### src/rtl/spi_regslave.sv
module spi_regslave #(
  parameter int ADDR_W      = 6,
  parameter int DATA_W      = 24,
  parameter int SYNC_STAGES = 2
) (
  input  logic              clk,
  input  logic              rst_n,
  input  logic              spi_sclk,
  input  logic              spi_cs,
  input  logic              spi_mosi,
  output logic              spi_miso,
  output logic [ADDR_W-1:0] reg_addr,
  output logic              reg_wr_stb,
  output logic [DATA_W-1:0] reg_wdata,
  output logic              reg_rd_stb,
  input  logic [DATA_W-1:0] reg_rdata
);

  localparam int FRAME_W = 2 + ADDR_W + DATA_W;
  localparam int HDR_W   = 1 + ADDR_W;
  localparam int CNT_W   = $clog2(FRAME_W + 2);
  localparam logic [CNT_W-1:0] CNT_HDR   = CNT_W'(HDR_W - 1);
  localparam logic [CNT_W-1:0] CNT_DSTRT = CNT_W'(FRAME_W - DATA_W);
  localparam logic [CNT_W-1:0] CNT_FULL  = CNT_W'(FRAME_W);

  logic [SYNC_STAGES-1:0] sclk_sync, cs_sync, mosi_sync;
  logic sclk_d, cs_d;
  logic sclk_s, cs_s, mosi_s;

  always_ff @(posedge clk or negedge rst_n) begin
    if (!rst_n) begin
      sclk_sync <= '0;
      cs_sync   <= '0;
      mosi_sync <= '0;
      sclk_d    <= 1'b0;
      cs_d      <= 1'b0;
    end else begin
      sclk_sync <= {sclk_sync[SYNC_STAGES-2:0], spi_sclk};
      cs_sync   <= {cs_sync[SYNC_STAGES-2:0], spi_cs};
      mosi_sync <= {mosi_sync[SYNC_STAGES-2:0], spi_mosi};
      sclk_d    <= sclk_sync[SYNC_STAGES-1];
      cs_d      <= cs_sync[SYNC_STAGES-1];
    end
  end

  assign sclk_s = sclk_sync[SYNC_STAGES-1];
  assign cs_s   = cs_sync[SYNC_STAGES-1];
  assign mosi_s = mosi_sync[SYNC_STAGES-1];

  wire sclk_rise = sclk_s & ~sclk_d;
  wire sclk_fall = ~sclk_s & sclk_d;
  wire cs_rise   = cs_s & ~cs_d;
  wire cs_fall   = ~cs_s & cs_d;

  logic [FRAME_W-1:0] rx;
  logic [DATA_W-1:0]  tx;
  logic [CNT_W-1:0]   cnt;
  logic               miso_q, rd_q, wr_q;
  logic [ADDR_W-1:0]  addr_q;
  logic [DATA_W-1:0]  wdata_q;

  wire frame_ok = (cnt == CNT_FULL) & rx[FRAME_W-1];
  wire hdr_done = sclk_rise & (cnt == CNT_HDR);
  wire in_data  = (cnt >= CNT_DSTRT) & (cnt < CNT_FULL);

  always_ff @(posedge clk or negedge rst_n) begin
    if (!rst_n) begin
      rx      <= '0;
      tx      <= '0;
      cnt     <= '0;
      miso_q  <= 1'b0;
      rd_q    <= 1'b0;
      wr_q    <= 1'b0;
      addr_q  <= '0;
      wdata_q <= '0;
    end else begin
      rd_q <= 1'b0;
      wr_q <= 1'b0;
      if (cs_rise) begin
        rx     <= '0;
        tx     <= '0;
        cnt    <= '0;
        miso_q <= 1'b0;
      end else if (!cs_s) begin
        miso_q <= 1'b0;
        if (cs_fall && frame_ok) begin
          wr_q    <= 1'b1;
          addr_q  <= rx[FRAME_W-2 -: ADDR_W];
          wdata_q <= rx[DATA_W-1:0];
        end
      end else begin
        if (sclk_rise) begin
          rx <= {rx[FRAME_W-2:0], mosi_s};
          if (cnt <= CNT_FULL) cnt <= cnt + 1'b1;
        end
        if (hdr_done && !rx[HDR_W-2]) begin
          rd_q   <= 1'b1;
          addr_q <= {rx[ADDR_W-2:0], mosi_s};
        end
        if (rd_q) tx <= reg_rdata;
        if (sclk_fall) begin
          if (in_data) begin
            miso_q <= tx[DATA_W-1];
            tx     <= {tx[DATA_W-2:0], 1'b0};
          end else begin
            miso_q <= 1'b0;
          end
        end
      end
    end
  end

  assign spi_miso   = miso_q;
  assign reg_rd_stb = rd_q;
  assign reg_wr_stb = wr_q;
  assign reg_addr   = addr_q;
  assign reg_wdata  = wdata_q;

endmodule

### config.mk
export PLATFORM = sky130hd
export DESIGN_NAME = spi_regslave
export DESIGN_NICKNAME = d
export VERILOG_FILES = /design/src/rtl/spi_regslave.sv
export SDC_FILE = /design/constraint.sdc
export NUM_CORES = 1
export LEC_CHECK = 0
export ABC_AREA = 1
export BUFFER_PORTS_ARGS = -buffer_cell sky130_fd_sc_hd__buf_4
export CAP_MARGIN = 25
export CORE_ASPECT_RATIO = 0.5
export CORE_MARGIN = 2
export CORE_UTILIZATION = 35
export CTS_CLUSTER_DIAMETER = 150
export DETAILED_ROUTE_END_ITERATION = 16
export HOLD_SLACK_MARGIN = 0.08
export PLACE_DENSITY = 0.53
export SETUP_SLACK_MARGIN = 0.1
export SLEW_MARGIN = 20
export SYNTH_ARGS = -nofsm -noshare
export SYNTH_HDL_FRONTEND = slang
export SYNTH_SLANG_ARGS = --single-unit
### constraint.sdc
create_clock -name clk -period 2 [get_ports clk]
set_input_delay 0.5 -clock clk [delete_from_list [all_inputs] [get_ports clk]]
set_output_delay 0.5 -clock clk [all_outputs]
set_load 0.01 [all_outputs]
# Word-level counts from Yosys, hierarchy flattened
# Cells that the tools add are included.
# op_classes
addsub	1
order_cmp	3
eq_ne	4
mux	25
bitwise	12
n_reduce_logical	11
# op_table
operator	count
2-to-1 mux 24 bit	5
2-to-1 mux 32 bit	3
2-to-1 mux 6 bit	7
2-to-1 mux 1 bit	10
AND reduction 3 bit	3
nonzero test 2 bit	4
bitwise AND 1 bit	7
adder 6 x 1 -> 6 bit, second input constant	1
equality test 6 x 3 -> 1 bit, second input constant	1
equality test 6 bit, second input constant	1
greater-or-equal comparator 6 x 4 -> 1 bit, second input constant	1
less-or-equal comparator 6 bit, second input constant	1
< comparator 6 bit, second input constant	1
NOT 1 bit	5
inequality test 3 x 1 -> 1 bit, second input constant	1
logical AND 1 bit	2
inequality test 2 x 1 -> 1 bit, second input constant	1
AND reduction 2 bit	1
zero test 1 bit	1
# word_totals
regBits	103
input_bits	29
out_inout_bits	33
wordCells	69

# Longest topological paths before layout
# logic_depth
depth_word	7
ltp_mapped	8
mapped_depth_nobuf	8

# Worst setup path after synthesis
# No wires, ideal clock.
# synth_path
path_kind	flip-flop to flip-flop
startpoint	register cnt[0]
endpoint	register addr_q[0], in the netlist reg_addr[0]
setup_time_ns	0.065
arrival_time_ns	1.232
required_time_ns	1.935
slack_ns	0.702
stages_incl_launch_ff	9
path_buffers	0
period_less_slack_ns	1.298
path_cell_list	dfrtp_1 > inv_1 > ha_1 > nand2_1 > nor2_2 > nand4_2 > nand2_2 > nand2_1 > nand2_1
# synth_between
elab_chain_cells	5
word_cells_on_any_way	9
cone_classes	3 x eq/ne; 2 x bitwise; 4 x reduce/logical
# synth_lines
element	line	source
start: declaration	57	logic [CNT_W-1:0] cnt;
start signal: assignment	94	if (cnt <= CNT_FULL) cnt <= cnt + 1'b1;
equality test 6 x 3 -> 1 bit / equality test 6 bit (equally long branches)	63, 62	
bitwise AND 1 bit, on equally long branches	63, 62	
logical AND 1 bit, on equally long branches	96, 86	
inequality test 2 x 1 -> 1 bit (no source line) / nonzero test 2 bit (equally long branches)	-	
AND reduction 3 bit (no source line) *	-	
end signal: assignment	88	addr_q <= rx[FRAME_W-2 -: ADDR_W];
end signal: assignment	98	addr_q <= {rx[ADDR_W-2:0], mosi_s};
end: declaration	59	logic [ADDR_W-1:0] addr_q;
# Every way passes the cells marked *; elsewhere a longest branch is shown, timed or not.
# A chain may end at the register's enable or synchronous reset.

# Final worst setup path
# layout_path
startpoint	register rd_q, in the netlist reg_rd_stb
endpoint	output reg_rd_stb
# layout_rtl
element	line	source
start: declaration	58	logic miso_q, rd_q, wr_q;
start signal: assignment	72	rd_q <= 1'b0;
start signal: assignment	77	rd_q <= 1'b0;
start signal: assignment	97	rd_q <= 1'b1;
end: declaration	15	output logic reg_rd_stb,
# No word-level cell between the ends.

==> impl_results.md <==
* Die Ht at 85.2 um
* Drt total wl at 9640 um
* # nets final at 603
* Xor/xnor share of the synthesized area at 0.380%
* Slowest stage delay, CP at 0.37 ns
* DRC violations left at 0
* Count of pins over their slew limit at 0
* Vias in the first global route at 3,234
* Core ar. at 0.0128 sq mm
* Worst Hold Launch: spi_mosi
* Worst vdd ir at 0.401 mV
* Commonest non-fill, non-tap cell in the layout: nand2_1
* Skew-Pair Late Insertion Delay at 0.35 ns
* Worst EP required at 1.50 ns
* Crit path buf inv count at 2
* Hold Path Sink: mosi_sync[0]
* Mapped Cells at 518
* GR Overflow Total at 0
* Std-Cell Rows at 29
* Netlist cell types at 26
* Critical setup path kind: reg2out
* Compound-cell area share of the yosys netlist at 14.9%
* Die footprint at 0.0142 sq mm
* R2R depth at 4
* Final Cycle Share at 80.0%
* Post-Synthesis Cell Area at 0.00461 sq mm
* CP Max Fanout at 49
* Initial DRC count at 254
* Post-synthesis mux area share at 0%
* DP HPWL at 6100 um
* IO Count at 62
* Element type at the critical path end: output pin
* Simple-gate share of the synthesized area at 17.8%
* First-pass GRT wire length at 16,200 um
* Post-synthesis adder-cell area fraction at 0.813%
* Largest family of logic cells by synthesized area: simple AND/OR/NAND/NOR gates
* RSZ-0062 raised after global routing: no
* DR WL/cell at 12.9 um
* RR Endpoint: tx[18]
* Period minus WS final at 1.60 ns
* Vias/cell at 4.62
* H-tree lvl count at 3
* Clk root buf: clkbuf_16
* Router iterations before antenna repair at 4
* Via count at 3,448
* Relative slew slack at 45.9%
* Outcome: completed
* Setup violators final at 0
* Clock Tree Buf Depth at 2
* Synth warn at 0
* Crit path from: reg_rd_stb
* Antenna-violating nets left at 0
* CTS buffer count at 9
* Port Buf Inserts at 61
* # placed instances at 729
* GRT Total Usage at 14.1%
* R2r startpoint: cs_d
* Final hold vios at 0
* Static leakage at 2.69 nW
* Measured slew at the worst slew-check pin at 0.811 ns
* Post-synth net total at 550
* Worst R2R Setup Slack at 0.49 ns
* Die X at 166 um
* Maximum operating frequency at 625 MHz
* Largest net degree at the start of global routing at 57
* Share of cells above drive strength 1 at 19.8%
* Critical path's slowest cell: dfrtp_1
* CP Cell Sequence: buf_12, buf_4
* Gpl congestion at 0.792
* CTS Sinks at 103
* Pwr Density at 755 mW/mm^2
* Starting Density at 36.1%
* Setup Skew at 0.00909 ns
* Initial antenna violation count at 0
* Final design utilization at 43.1%
* HP Class: in2reg
* CTS tree: yes
* Clock transition at path regs at 0.07 ns
* Syn_area_per_cell at 8.91 sq um
* CP Launch Type: flop
* WHS Path Cells at 1
* N_diodes at 0
* Seq/Total Area, Yosys at 55.9%
* Total Neg Setup Slack at 0 ns
* Worst Path Arrival at 1.10 ns
* Synth-to-layout area growth at 19.4%
* Max Cap Viol at 0
* Commonest cells after routing, fill and taps aside: 112 x nand2_1, 103 x dfrtp_1, 67 x inv_1
* Post-route insts no fill at 746
* Crit-path leading delay family: buffers and inverters
* FF+latch count, synth at 103
[cell usage after synthesis]
cell,count,area share (%)
nand2_1,112,9.1
or2_2,1,0.14
nand2_2,4,0.54
a21oi_2,1,0.19
nor2_2,2,0.27
buf_2,11,1.2
o21a_1,2,0.33
o21ai_2,15,2.8
nand3_1,37,4.0
nand3_4,1,0.38
buf_6,11,2.7
nor2_1,34,2.8
nand3_2,1,0.22
o21ai_1,13,1.4
a21oi_1,22,2.4
xor2_1,2,0.38
clkbuf_2,1,0.11
o22ai_1,31,4.2
dfrtp_1,103,56
inv_2,4,0.33
nand4_2,1,0.27
o21ai_0,33,3.6
ha_1,3,0.81
inv_1,67,5.5
clkbuf_1,5,0.41
nand4_1,1,0.14
[final cells by class]
class | count | area [sq um]
clock inverters | 6 | 77.6
clock buffers | 10 | 229
repair buffers | 70 | 578
flip-flops and latches | 103 | 2580
well taps | 170 | 213
inverters | 71 | 267
fillers | 1315 | 7260
multi-input cells | 316 | 1570
[flip-flops by register name, indices dropped and copies added (netlist names), 2 cells and up]
signal,flops
reg_addr,6
tx,24
rx,32
reg_wdata,24
mosi_sync,2
sclk_sync,2
cnt,6
cs_sync,2
[logic make-up after synthesis]
kind of cell,count (synthesis)
AND/OR/NAND/NOR,194
buffers and inverters,99
XOR/XNOR,2
flip-flops,103
AO/OA/AOI/OAI,117
adder cells (fa/ha/maj),3
[timing repair]
action / CTS / global route
hold endpoints to repair: 23 / 0
gates resized for setup: 0 / 0
buffers inserted: 0 / 0
hold buffers: 1 / 0
[worst max-delay path by stage]
| stage | end | slack, ns | cells past startpoint |
|---|---|---|---|
| 2_1_floorplan | reg_addr[0] | 0.70 | 8 |
| 3_3_place_gp | tx[6] | 0.51 | 4 |
| 3_5_place_dp | tx[18] | 0.49 | 4 |
| 4_1_cts | reg_rd_stb | 0.39 | 2 |
| 5_1_grt | reg_addr[3] | 0.32 | 8 |
| 6_report | reg_rd_stb | 0.40 | 2 |
[metal layers]
layer | up-vias | global-route usage [%] | part of all wire, %
met3 | 10 | 3.78 | 3.7
met4 | 0 | 3.45 | 0.92
li1 | 1773 | - | -
met2 | 49 | 23.0 | 47
met5 | - | 0 | 0
met1 | 1616 | 19.1 | 48
[through the flow]
stage	setup slack, ns	instance area, sq um	hold WS, ns	power, mW
finish	0.400	5510	0.264	4.16
CTS	0.387	5510	0.251	4.22
global placement	0.509	5190	0.333	2.39
detailed placement	0.490	5190	0.336	2.39
global route	0.319	5510	0.243	4.35
floorplan	0.702	4610	0.204	2.27
[report_power, final]
group | switching (mW) | internal [mW]
clock | 0.820 | 0.996
combinational | 0.139 | 0.0782
sequential | 0.0231 | 2.10
No activity file was read; power rests on OpenSTA's default activity.
